==> src/rtl/cos_arb_pkg.sv <==
package cos_arb_pkg;

   // configuration field select codes
   typedef enum logic [1:0] {
      SEL_MAP    = 2'd0,
      SEL_LIM_LO = 2'd1,
      SEL_LIM_HI = 2'd2,
      SEL_NONE   = 2'd3
   } cfg_sel_e;

   // command class
   typedef enum logic {
      CLS_DEF = 1'b0,
      CLS_HI  = 1'b1
   } cls_e;

endpackage

==> src/rtl/cos_arb_cfg.sv <==
module cos_arb_cfg
   import cos_arb_pkg::*;
#(
   parameter int unsigned ID_W    = 8,
   parameter int unsigned CNT_W   = 8,
   parameter int unsigned RST_CNT = 15,
   parameter int unsigned CFG_W   = 9
) (
   input  logic             clk,
   input  logic             rst_n,
   input  logic             we,
   input  logic [1:0]       sel,
   input  logic [CFG_W-1:0] wdata,
   output logic [ID_W-1:0]  map_id,
   output logic             map_en,
   output logic [CNT_W-1:0] lim_lo,
   output logic [CNT_W-1:0] lim_hi
);

   if (CFG_W < ID_W + 1 || CFG_W < CNT_W) begin : g_bad_cfg_w
      $error("cos_arb_cfg: CFG_W too narrow for ID or limit field");
   end

   always_ff @(posedge clk or negedge rst_n) begin
      if (!rst_n) begin
         map_id <= '0;
         map_en <= 1'b0;
         lim_lo <= CNT_W'(RST_CNT);
         lim_hi <= CNT_W'(RST_CNT);
      end else if (we) begin
         case (cfg_sel_e'(sel))
            SEL_MAP: begin
               map_id <= wdata[ID_W-1:0];
               map_en <= wdata[ID_W];
            end
            SEL_LIM_LO: lim_lo <= wdata[CNT_W-1:0];
            SEL_LIM_HI: lim_hi <= wdata[CNT_W-1:0];
            default: ;
         endcase
      end
   end

endmodule

==> src/rtl/cos_arb_slots.sv <==
module cos_arb_slots #(
   parameter int unsigned DEPTH  = 8,
   parameter int unsigned ID_W   = 8,
   parameter int unsigned ADDR_W = 32,
   parameter int unsigned CNT_W  = 8
) (
   input  logic                               clk,
   input  logic                               rst_n,
   input  logic                               push,
   input  logic [ID_W-1:0]                    push_id,
   input  logic [ADDR_W-1:0]                  push_addr,
   input  logic                               push_hi,
   input  logic                               pop,
   input  logic [DEPTH-1:0]                   pop_oh,
   output logic [DEPTH-1:0]                   valid,
   output logic [DEPTH-1:0][ID_W-1:0]         ids,
   output logic [DEPTH-1:0][ADDR_W-1:0]       addrs,
   output logic [DEPTH-1:0]                   hi,
   output logic [DEPTH-1:0][CNT_W-1:0]        ages,
   output logic [DEPTH-1:0][DEPTH-1:0]        older,
   output logic                               full
);

   logic [DEPTH-1:0] ins_oh;

   // lowest free slot receives the next command
   always_comb begin
      ins_oh = '0;
      for (int i = DEPTH - 1; i >= 0; i--) begin
         if (!valid[i]) begin
            ins_oh    = '0;
            ins_oh[i] = 1'b1;
         end
      end
   end

   assign full = &valid;

   for (genvar gi = 0; gi < DEPTH; gi++) begin : g_slot
      logic              v_q;
      logic              hi_q;
      logic [ID_W-1:0]   id_q;
      logic [ADDR_W-1:0] addr_q;
      logic [CNT_W-1:0]  age_q;
      logic [DEPTH-1:0]  row_q;   // row_q[j]: this slot arrived before slot j

      always_ff @(posedge clk or negedge rst_n) begin
         if (!rst_n) begin
            v_q    <= 1'b0;
            hi_q   <= 1'b0;
            id_q   <= '0;
            addr_q <= '0;
            age_q  <= '0;
            row_q  <= '0;
         end else if (push && ins_oh[gi]) begin
            v_q    <= 1'b1;
            hi_q   <= push_hi;
            id_q   <= push_id;
            addr_q <= push_addr;
            age_q  <= '0;
            row_q  <= '0;
         end else begin
            if (pop && pop_oh[gi])
               v_q <= 1'b0;
            else if (v_q && age_q != '1)
               age_q <= age_q + 1'b1;
            if (push)
               row_q <= (row_q & ~ins_oh) | (v_q ? ins_oh : '0);
         end
      end

      assign valid[gi] = v_q;
      assign hi[gi]    = hi_q;
      assign ids[gi]   = id_q;
      assign addrs[gi] = addr_q;
      assign ages[gi]  = age_q;
      assign older[gi] = row_q;
   end

endmodule

==> src/rtl/cos_arb_pick.sv <==
module cos_arb_pick #(
   parameter int unsigned DEPTH = 8,
   parameter int unsigned CNT_W = 8
) (
   input  logic [DEPTH-1:0]            valid,
   input  logic [DEPTH-1:0]            hi,
   input  logic [DEPTH-1:0][CNT_W-1:0] ages,
   input  logic [DEPTH-1:0][DEPTH-1:0] older,
   input  logic [CNT_W-1:0]            lim_lo,
   input  logic [CNT_W-1:0]            lim_hi,
   output logic [DEPTH-1:0]            grant
);

   logic [DEPTH-1:0] expired;
   logic [DEPTH-1:0] hi_v;
   logic [DEPTH-1:0] cand;

   always_comb begin
      for (int i = 0; i < DEPTH; i++) begin
         expired[i] = valid[i] && (ages[i] >= (hi[i] ? lim_hi : lim_lo));
         hi_v[i]    = valid[i] && hi[i];
      end
      // tier order: expired, then high class, then everything
      if (|expired)   cand = expired;
      else if (|hi_v) cand = hi_v;
      else            cand = valid;
   end

   // within the chosen tier, the candidate no other candidate predates wins
   for (genvar gi = 0; gi < DEPTH; gi++) begin : g_age
      logic [DEPTH-1:0] beaten_by;
      always_comb begin
         for (int j = 0; j < DEPTH; j++)
            beaten_by[j] = cand[j] && older[j][gi];
      end
      assign grant[gi] = cand[gi] && !(|beaten_by);
   end

endmodule

==> src/rtl/cos_cmd_arbiter.sv <==
module cos_cmd_arbiter
   import cos_arb_pkg::*;
#(
   parameter  int unsigned DEPTH   = 8,
   parameter  int unsigned ID_W    = 8,
   parameter  int unsigned ADDR_W  = 32,
   parameter  int unsigned CNT_W   = 8,
   parameter  int unsigned RST_CNT = 15,
   localparam int unsigned CFG_W   = (ID_W + 1 > CNT_W) ? ID_W + 1 : CNT_W
) (
   input  logic              clk,
   input  logic              rst_n,
   input  logic              in_valid,
   output logic              in_ready,
   input  logic [ID_W-1:0]   in_conn_id,
   input  logic [ADDR_W-1:0] in_addr,
   output logic              out_valid,
   input  logic              out_ready,
   output logic [ID_W-1:0]   out_conn_id,
   output logic [ADDR_W-1:0] out_addr,
   input  logic              cfg_we,
   input  logic [1:0]        cfg_sel,
   input  logic [CFG_W-1:0]  cfg_wdata
);

   if (DEPTH < 2) begin : g_bad_depth
      $error("cos_cmd_arbiter: DEPTH must be at least 2");
   end
   if (ID_W < 1 || ADDR_W < 1 || CNT_W < 1) begin : g_bad_width
      $error("cos_cmd_arbiter: widths must be nonzero");
   end
   if (CNT_W < 32 && RST_CNT >= (1 << CNT_W)) begin : g_bad_rst
      $error("cos_cmd_arbiter: RST_CNT does not fit CNT_W");
   end

   logic [ID_W-1:0]             map_id;
   logic                        map_en;
   logic [CNT_W-1:0]            lim_lo;
   logic [CNT_W-1:0]            lim_hi;
   logic [DEPTH-1:0]            slot_v;
   logic [DEPTH-1:0][ID_W-1:0]  slot_id;
   logic [DEPTH-1:0][ADDR_W-1:0] slot_addr;
   logic [DEPTH-1:0]            slot_hi;
   logic [DEPTH-1:0][CNT_W-1:0] slot_age;
   logic [DEPTH-1:0][DEPTH-1:0] slot_older;
   logic [DEPTH-1:0]            grant_w;
   logic                        full;
   logic                        accept;
   logic                        issue;
   cls_e                        in_cls;

   cos_arb_cfg #(
      .ID_W(ID_W), .CNT_W(CNT_W), .RST_CNT(RST_CNT), .CFG_W(CFG_W)
   ) cfg_i (
      .clk(clk), .rst_n(rst_n), .we(cfg_we), .sel(cfg_sel), .wdata(cfg_wdata),
      .map_id(map_id), .map_en(map_en), .lim_lo(lim_lo), .lim_hi(lim_hi)
   );

   assign in_ready = !full;
   assign accept   = in_valid && in_ready;
   assign in_cls   = (map_en && in_conn_id == map_id) ? CLS_HI : CLS_DEF;

   cos_arb_slots #(
      .DEPTH(DEPTH), .ID_W(ID_W), .ADDR_W(ADDR_W), .CNT_W(CNT_W)
   ) slots_i (
      .clk(clk), .rst_n(rst_n),
      .push(accept), .push_id(in_conn_id), .push_addr(in_addr),
      .push_hi(in_cls == CLS_HI),
      .pop(issue), .pop_oh(grant_w),
      .valid(slot_v), .ids(slot_id), .addrs(slot_addr), .hi(slot_hi),
      .ages(slot_age), .older(slot_older), .full(full)
   );

   cos_arb_pick #(
      .DEPTH(DEPTH), .CNT_W(CNT_W)
   ) pick_i (
      .valid(slot_v), .hi(slot_hi), .ages(slot_age), .older(slot_older),
      .lim_lo(lim_lo), .lim_hi(lim_hi), .grant(grant_w)
   );

   assign out_valid = |slot_v;
   assign issue     = out_valid && out_ready;

   always_comb begin
      out_conn_id = '0;
      out_addr    = '0;
      for (int i = 0; i < DEPTH; i++) begin
         out_conn_id = out_conn_id | (slot_id[i] & {ID_W{grant_w[i]}});
         out_addr    = out_addr | (slot_addr[i] & {ADDR_W{grant_w[i]}});
      end
   end

endmodule

==> config.mk <==
export PLATFORM = sky130hd
export DESIGN_NAME = cos_cmd_arbiter
export DESIGN_NICKNAME = d
export VERILOG_FILES = /design/src/rtl/cos_arb_pkg.sv /design/src/rtl/cos_arb_cfg.sv /design/src/rtl/cos_arb_slots.sv /design/src/rtl/cos_arb_pick.sv /design/src/rtl/cos_cmd_arbiter.sv
export SDC_FILE = /design/constraint.sdc
export NUM_CORES = 1
export LEC_CHECK = 0
export BUFFER_PORTS_ARGS = -buffer_cell sky130_fd_sc_hd__buf_2
export CAP_MARGIN = 30
export CORE_MARGIN = 2
export CORE_UTILIZATION = 67
export CTS_CLUSTER_SIZE = 16
export DETAILED_ROUTE_END_ITERATION = 10
export HOLD_SLACK_MARGIN = 0.15
export PLACE_DENSITY = 0.84
export SYNTH_ARGS = -nofsm -noshare
export SYNTH_HDL_FRONTEND = slang
export SYNTH_HIERARCHICAL = 1
export SYNTH_SLANG_ARGS = --single-unit
==> constraint.sdc <==
create_clock -name clk -period 6.9 [get_ports clk]
set_input_delay 0.69 -clock clk [delete_from_list [all_inputs] [get_ports clk]]
set_output_delay 0.69 -clock clk [all_outputs]
set_load 0.01 [all_outputs]
# Yosys cells after proc, flatten, opt, wreduce, memory -nomap -nowiden
# Cells that the tools add are included.
# totals
ff_bits,489
in_bits,56
elab_cells,389
# classes
n_addsub,8
n_lt_le_gt_ge,8
n_eq_ne,19
muxes,83
n_bitwise,47
n_reduce_logical,172
# ops
operator,count
2-to-1 mux 8 bit,66
AND 32 bit,8
OR 32 bit,7
AND 8 bit,16
OR 8 bit,15
logical AND 1 bit,115
OR reduction 8 bit,11
"adder 8 x 1 -> 8 bit, second input constant",8
>= comparator 8 bit,8
"inequality test 8 bit, second input constant",8
nonzero test 2 bit,24
AND reduction 2 bit,11
2-to-1 mux 1 bit,17
"inequality test 2 x 1 -> 1 bit, second input constant",8
zero test 1 bit,9
== test 8 bit,1
NOT 8 bit,1
AND reduction 8 bit,1
"== test 2 x 1 -> 1 bit, second input constant",1
"== test 2 bit, second input constant",1
zero test 2 bit,1

# Longest topological paths before layout
# depth
ltp_word,17
mapped_depth,19
ltp_nobuf,14

# By module
# The synthesis kept the hierarchy.
# modules_own_cells
module,instances,cells_per_inst,area_each_um2,seq_area_each_um2
cos_arb_slots,1,1745,18506.5,11611.1
cos_arb_pick,1,372,2970.3,0.0
cos_cmd_arbiter,1,250,1734.2,0.0
cos_arb_cfg,1,54,963.4,635.6

# Least setup slack after synthesis
# Ideal clock, no wire load.
# synth_path
path_kind,register to output
from,reg slots_i.g_slot[3].hi_q
to,out out_addr[26]
arrival_ns,3.876
slack_ns,2.334
stages_incl_launch_ff,17
path_buffers,4
path_cell_list,dfrtp_1 -> buf_4 -> buf_2 -> mux2_2 -> ha_1 -> nand2b_4 -> a2111o_1 -> a32o_1 -> buf_6 -> o21bai_4 -> o41ai_4 -> and3_1 -> o2111ai_1 -> a221oi_2 -> buf_2 -> a22oi_1 -> nand4_1
# synth_lines
element,line,source
start: declaration,cos_arb_slots.sv:41,logic hi_q;
start signal: assignment,cos_arb_slots.sv:57,hi_q <= push_hi;
2-to-1 mux 8 bit,cos_arb_pick.sv:20,expired[i] = valid[i] && (ages[i] >= (hi[i] ? lim_hi : lim_lo));
>= comparator 8 bit,cos_arb_pick.sv:20,
logical AND 1 bit,cos_arb_pick.sv:20,
OR reduction 8 bit,cos_arb_pick.sv:24,if (|expired) cand = expired;
2-to-1 mux 8 bit *,cos_arb_pick.sv:24,
logical AND 1 bit,cos_arb_pick.sv:34,beaten_by[j] = cand[j] && older[j][gi];
OR reduction 8 bit,cos_arb_pick.sv:36,assign grant[gi] = cand[gi] && !(|beaten_by);
zero test 1 bit,cos_arb_pick.sv:36,
logical AND 1 bit *,cos_arb_pick.sv:36,
via grant_w[4],cos_cmd_arbiter.sv:46,logic [DEPTH-1:0] grant_w;
AND 32 bit *,cos_cmd_arbiter.sv:89,out_addr = out_addr | (slot_addr[i] & {ADDR_W{grant_w[i]}});
OR 32 bit * (4 in series),cos_cmd_arbiter.sv:89,
end: declaration,cos_cmd_arbiter.sv:20,"output logic [ADDR_W-1:0] out_addr,"
# The timed path passes the listed nets; every way through them passes the cells marked *.

# Worst setup path after layout
# layout_path
from,reg slots_i.g_slot[6].hi_q
to,out out_addr[31]
# layout_lines
element,line
start: declaration,cos_arb_slots.sv:41
start signal: assignment,cos_arb_slots.sv:57
2-to-1 mux 8 bit,cos_arb_pick.sv:20
>= comparator 8 bit,cos_arb_pick.sv:20
logical AND 1 bit,cos_arb_pick.sv:20
OR reduction 8 bit,cos_arb_pick.sv:24
2-to-1 mux 8 bit *,cos_arb_pick.sv:24
logical AND 1 bit,cos_arb_pick.sv:34
OR reduction 8 bit,cos_arb_pick.sv:36
zero test 1 bit,cos_arb_pick.sv:36
logical AND 1 bit *,cos_arb_pick.sv:36
via grant_w[5],cos_cmd_arbiter.sv:46
AND 32 bit *,cos_cmd_arbiter.sv:89
OR 32 bit * (3 in series),cos_cmd_arbiter.sv:89
# Marked as above.

==> results by group <==
Synth
  • Top post-synthesis cells by area: dfrtp_1, nand2_1, a22oi_1, mux2_2, ha_1
  • Syn. warnings: 6
  • List of most frequent post-synthesis cells: nand2_1, dfrtp_1, a22oi_1
  • Distinct cell type count after synthesis: 79
  • Synth Cell Area: 24200 um^2
  • Most common cell in the synthesized netlist: nand2_1
  • Syn Area/Cell: around 10 um^2
  • Main synth FF type: dfrtp_1
  • Top-area cell type share of the netlist area: 0.498
  • Cell taking the most area after synthesis: dfrtp_1
  • Ys async rst share: 1.00
  • Sequential area share after synthesis: 0.507
  • Syn nets: about 2500
  • EDFF count, synth: 0
  • Yosys reg bits: 489
  • Syn Inst Count: roughly 2400

Clock network
  • CTS tree: done
  • Reg clk slew, reported paths: about 0.060 ns
  • Clk sink count: 489
  • Hold_buf cts: 0
  • TritonCTS Buffers: between 40 and 50
  • Max clock buf depth: 3
  • Worst-skew pair later-pin latency: 0.60 ns
  • CTS root buf: clkbuf_16
  • H-tree depth: 2

Floorplan
  • Initial core utilization: 0.680
  • Die Wd: 194 um
  • Io pins: 98
  • Core Box Area: 35600 um^2
  • Area of the die: ~38000 um^2
  • Die H: 194 um
  • Row count: 69

Timing
  • Layout Skew: 0.0247 ns
  • Fin. Hold Viols: 0
  • Final WS setup: between 0.4 and 0.5 ns
  • RSZ-0062 raised after global routing: no
  • Slew Limit Fails: 0
  • Final setup fails: 0
  • Setup TNS: 0 ns
  • FMAX: 0.155 GHz
  • Max_slew headroom: 0.238
  • Period utilization: 0.934
  • Tightest Pin Transition: between 1 and 1.5 ns
  • Final Critical Period: 6.45 ns

Worst setup path
  • Crit path kind: reg -> out
  • Crit path arrival time: 5.76 ns
  • CP startpoint kind: flip-flop
  • CP Data Required Time: around 6.2 ns
  • Crit path largest cell delay: 0.63 ns
  • Critical path, cell by cell: mux2_2 > ha_1 > nand2b_1 > a2111oi_0 > a2bb2oi_1 > o21ai_1 > nor4_4 > a21oi_1 > nand4b_1 > nor3_2 > buf_12 > a22oi_1 > nand4_1 > buf_2
  • Crit path max-delay cell type: nor3_2
  • Worst Reg-to-Reg Cells: 15
  • Crit-path max FO: 38
  • CP endpoint kind: primary output

GRT
  • Global-route usage over all layers: 0.357
  • Vias in the first global route: 20100
  • Antenna violations before repair: 2
  • Grt ovf: 0
  • First-pass GRT wire length: 107 mm
  • Pin count of the biggest net entering global routing: 201

Power
  • Maximum vdd drop: 337 uV
  • Power Density: ~420 nW/um^2
  • Leak: 13.0 nW

Drt
  • Vias per cell: approximately 6.7
  • Detailed Route WL: 67.3 mm
  • DRC Markers: 0
  • Drt first pass iters: 8
  • Vias post-DR: 19600
  • DRT iter0 DRCs: 2120
  • Final antenna-violating net count: 0
  • Routed len/inst: 22.9 um

Finish
  • Share of layout cells above drive strength 1: 0.170
  • Nets@finish: 2565
  • Area Growth Syn to Fin: 9.61%
  • Non-Filler Instances: between 2000 and 3000

Placed design
  • Gpl congestion: 0.932
  • # port buffers: 97
  • Placement Setup Slack: ~0.89 ns
  • Dpl cells: 2846
  • Post-DP HPWL: ~40 mm

Flow run
  • Max-Cap Viols: 0

Min path
  • Hold Path Class: in -> async

Status
  • Run status: complete, no violations
[path summary, 6_finish.rpt]
check                                             from  slack (ns)                           end
min in group clk                          cfg_wdata[8]        0.33                  cfg_i/map_en
min                                              rst_n        0.17    slots_i/g_slot[5].age_q[0]
max in group asynchronous                        rst_n        5.17  slots_i/g_slot[0].addr_q[31]
max reg2reg                     slots_i/g_slot[6].hi_q        1.04    slots_i/g_slot[2].age_q[6]
max                             slots_i/g_slot[6].hi_q        0.45                  out_addr[31]
min reg2reg                slots_i/g_slot[0].addr_q[9]        0.48   slots_i/g_slot[0].addr_q[9]
[metal layers]
metal / global-route usage / wire length [um] / vias to the layer above
met1: 0.476 / 25600 / 9623
met3: 0.0691 / 6990 / 258
met4: 0.181 / 3110 / 0
li1: - / - / 8462
met5: 0 / 0 / -
met2: 0.566 / 31700 / 1229
[flip-flops by register name, indices dropped and copies added (netlist names)]
name,flops
cfg_i/lim_hi,8
slots_i/g_slot.id_q,64
slots_i/g_slot.age_q,64
slots_i/g_slot.addr_q,256
cfg_i/lim_lo,8
cfg_i/map_id,8
slots_i/g_slot.hi_q,8
cfg_i/map_en,1
slots_i/g_slot.v_q,8
slots_i/g_slot.row_q,64
[power breakdown]
| group | internal, W | switching (W) | total [W] |
|---|---|---|---|
| clock network | 0.00157 | 0.00115 | 0.00272 |
| logic | 0.00146 | 0.00249 | 0.00395 |
| registers | 0.00367 | 0.000699 | 0.00437 |
[cell usage in the layout, fill, tap and decap left out, types with 14 or more instances in the layout]
cell | Yosys | layout
a211oi_1 | 20 | 20
a21oi_1 | 46 | 46
a22oi_1 | 186 | 186
buf_2 | 61 | 97
buf_4 | 18 | 23
clkbuf_16 | 0 | 49
clkbuf_8 | 0 | 14
dfrtp_1 | 481 | 481
ha_1 | 72 | 72
inv_1 | 27 | 27
mux2_2 | 117 | 117
mux2_4 | 37 | 37
mux2i_1 | 79 | 79
nand2_1 | 710 | 709
nand3_1 | 38 | 38
nand4_1 | 60 | 60
nor2_1 | 125 | 121
o21ai_0 | 34 | 34
[per-stage QoR]
| step | utilization | hold WS, ns | total power (W) | area [um^2] |
|---|---|---|---|---|
| floorplan | - | 0.394 | 0.00664 | 24200 |
| CTS | 0.744 | 0.196 | 0.0109 | 26500 |
| detailed placement | 0.698 | 0.463 | 0.00818 | 24800 |
| global route | 0.745 | 0.249 | 0.0116 | 26500 |
| global placement | 0.695 | 0.458 | 0.00789 | 24700 |
| finish | 0.745 | 0.171 | 0.0110 | 26500 |
[worst max-delay path: cells and delay by family, from the launching register on]
family / cells / cell delay (ns)
adders and majority gates: 1 / 0.27
AOI/OAI and AO/OA: 5 / 1.55
DFF: 1 / 0.62
and+or+nand+nor: 5 / 1.79
muxes: 1 / 0.39
buffers and inverters: 2 / 0.53
[logic make-up (layout without fill, tap and decap cells)]
kind of cell / count (synthesis) / after routing / synth area share
multiplexers: 235 / 235 / 0.111
other: 0 / 2 / 0
XOR/XNOR: 22 / 22 / 0.00797
buffers and inverters: 191 / 245 / 0.0403
AND/OR/NAND/NOR: 1031 / 1031 / 0.181
flip-flops: 489 / 489 / 0.507
adder cells (fa/ha/maj): 72 / 72 / 0.0373
AO/OA/AOI/OAI: 381 / 381 / 0.116
[timing repair]
| item | 4_1_cts | 5_1_grt |
|---|---|---|
| buffers inserted | 0 | 0 |
| resized for setup | 0 | 1 |
| hold endpoints to repair | 0 | 0 |
| setup endpoints to repair | 0 | 8 |
[cell type report]
class	instances	area [um^2]
Multi-Input combinational cell	1741	11100
Timing Repair Buffer	129	840
Fill cell	2288	9070
Inverter	27	101
Sequential cell	489	12200
Antenna cell	2	5.00
Tap cell	461	577
Clock inverter	20	210
Clock buffer	69	1440
(Power assumes the default switching activity.)
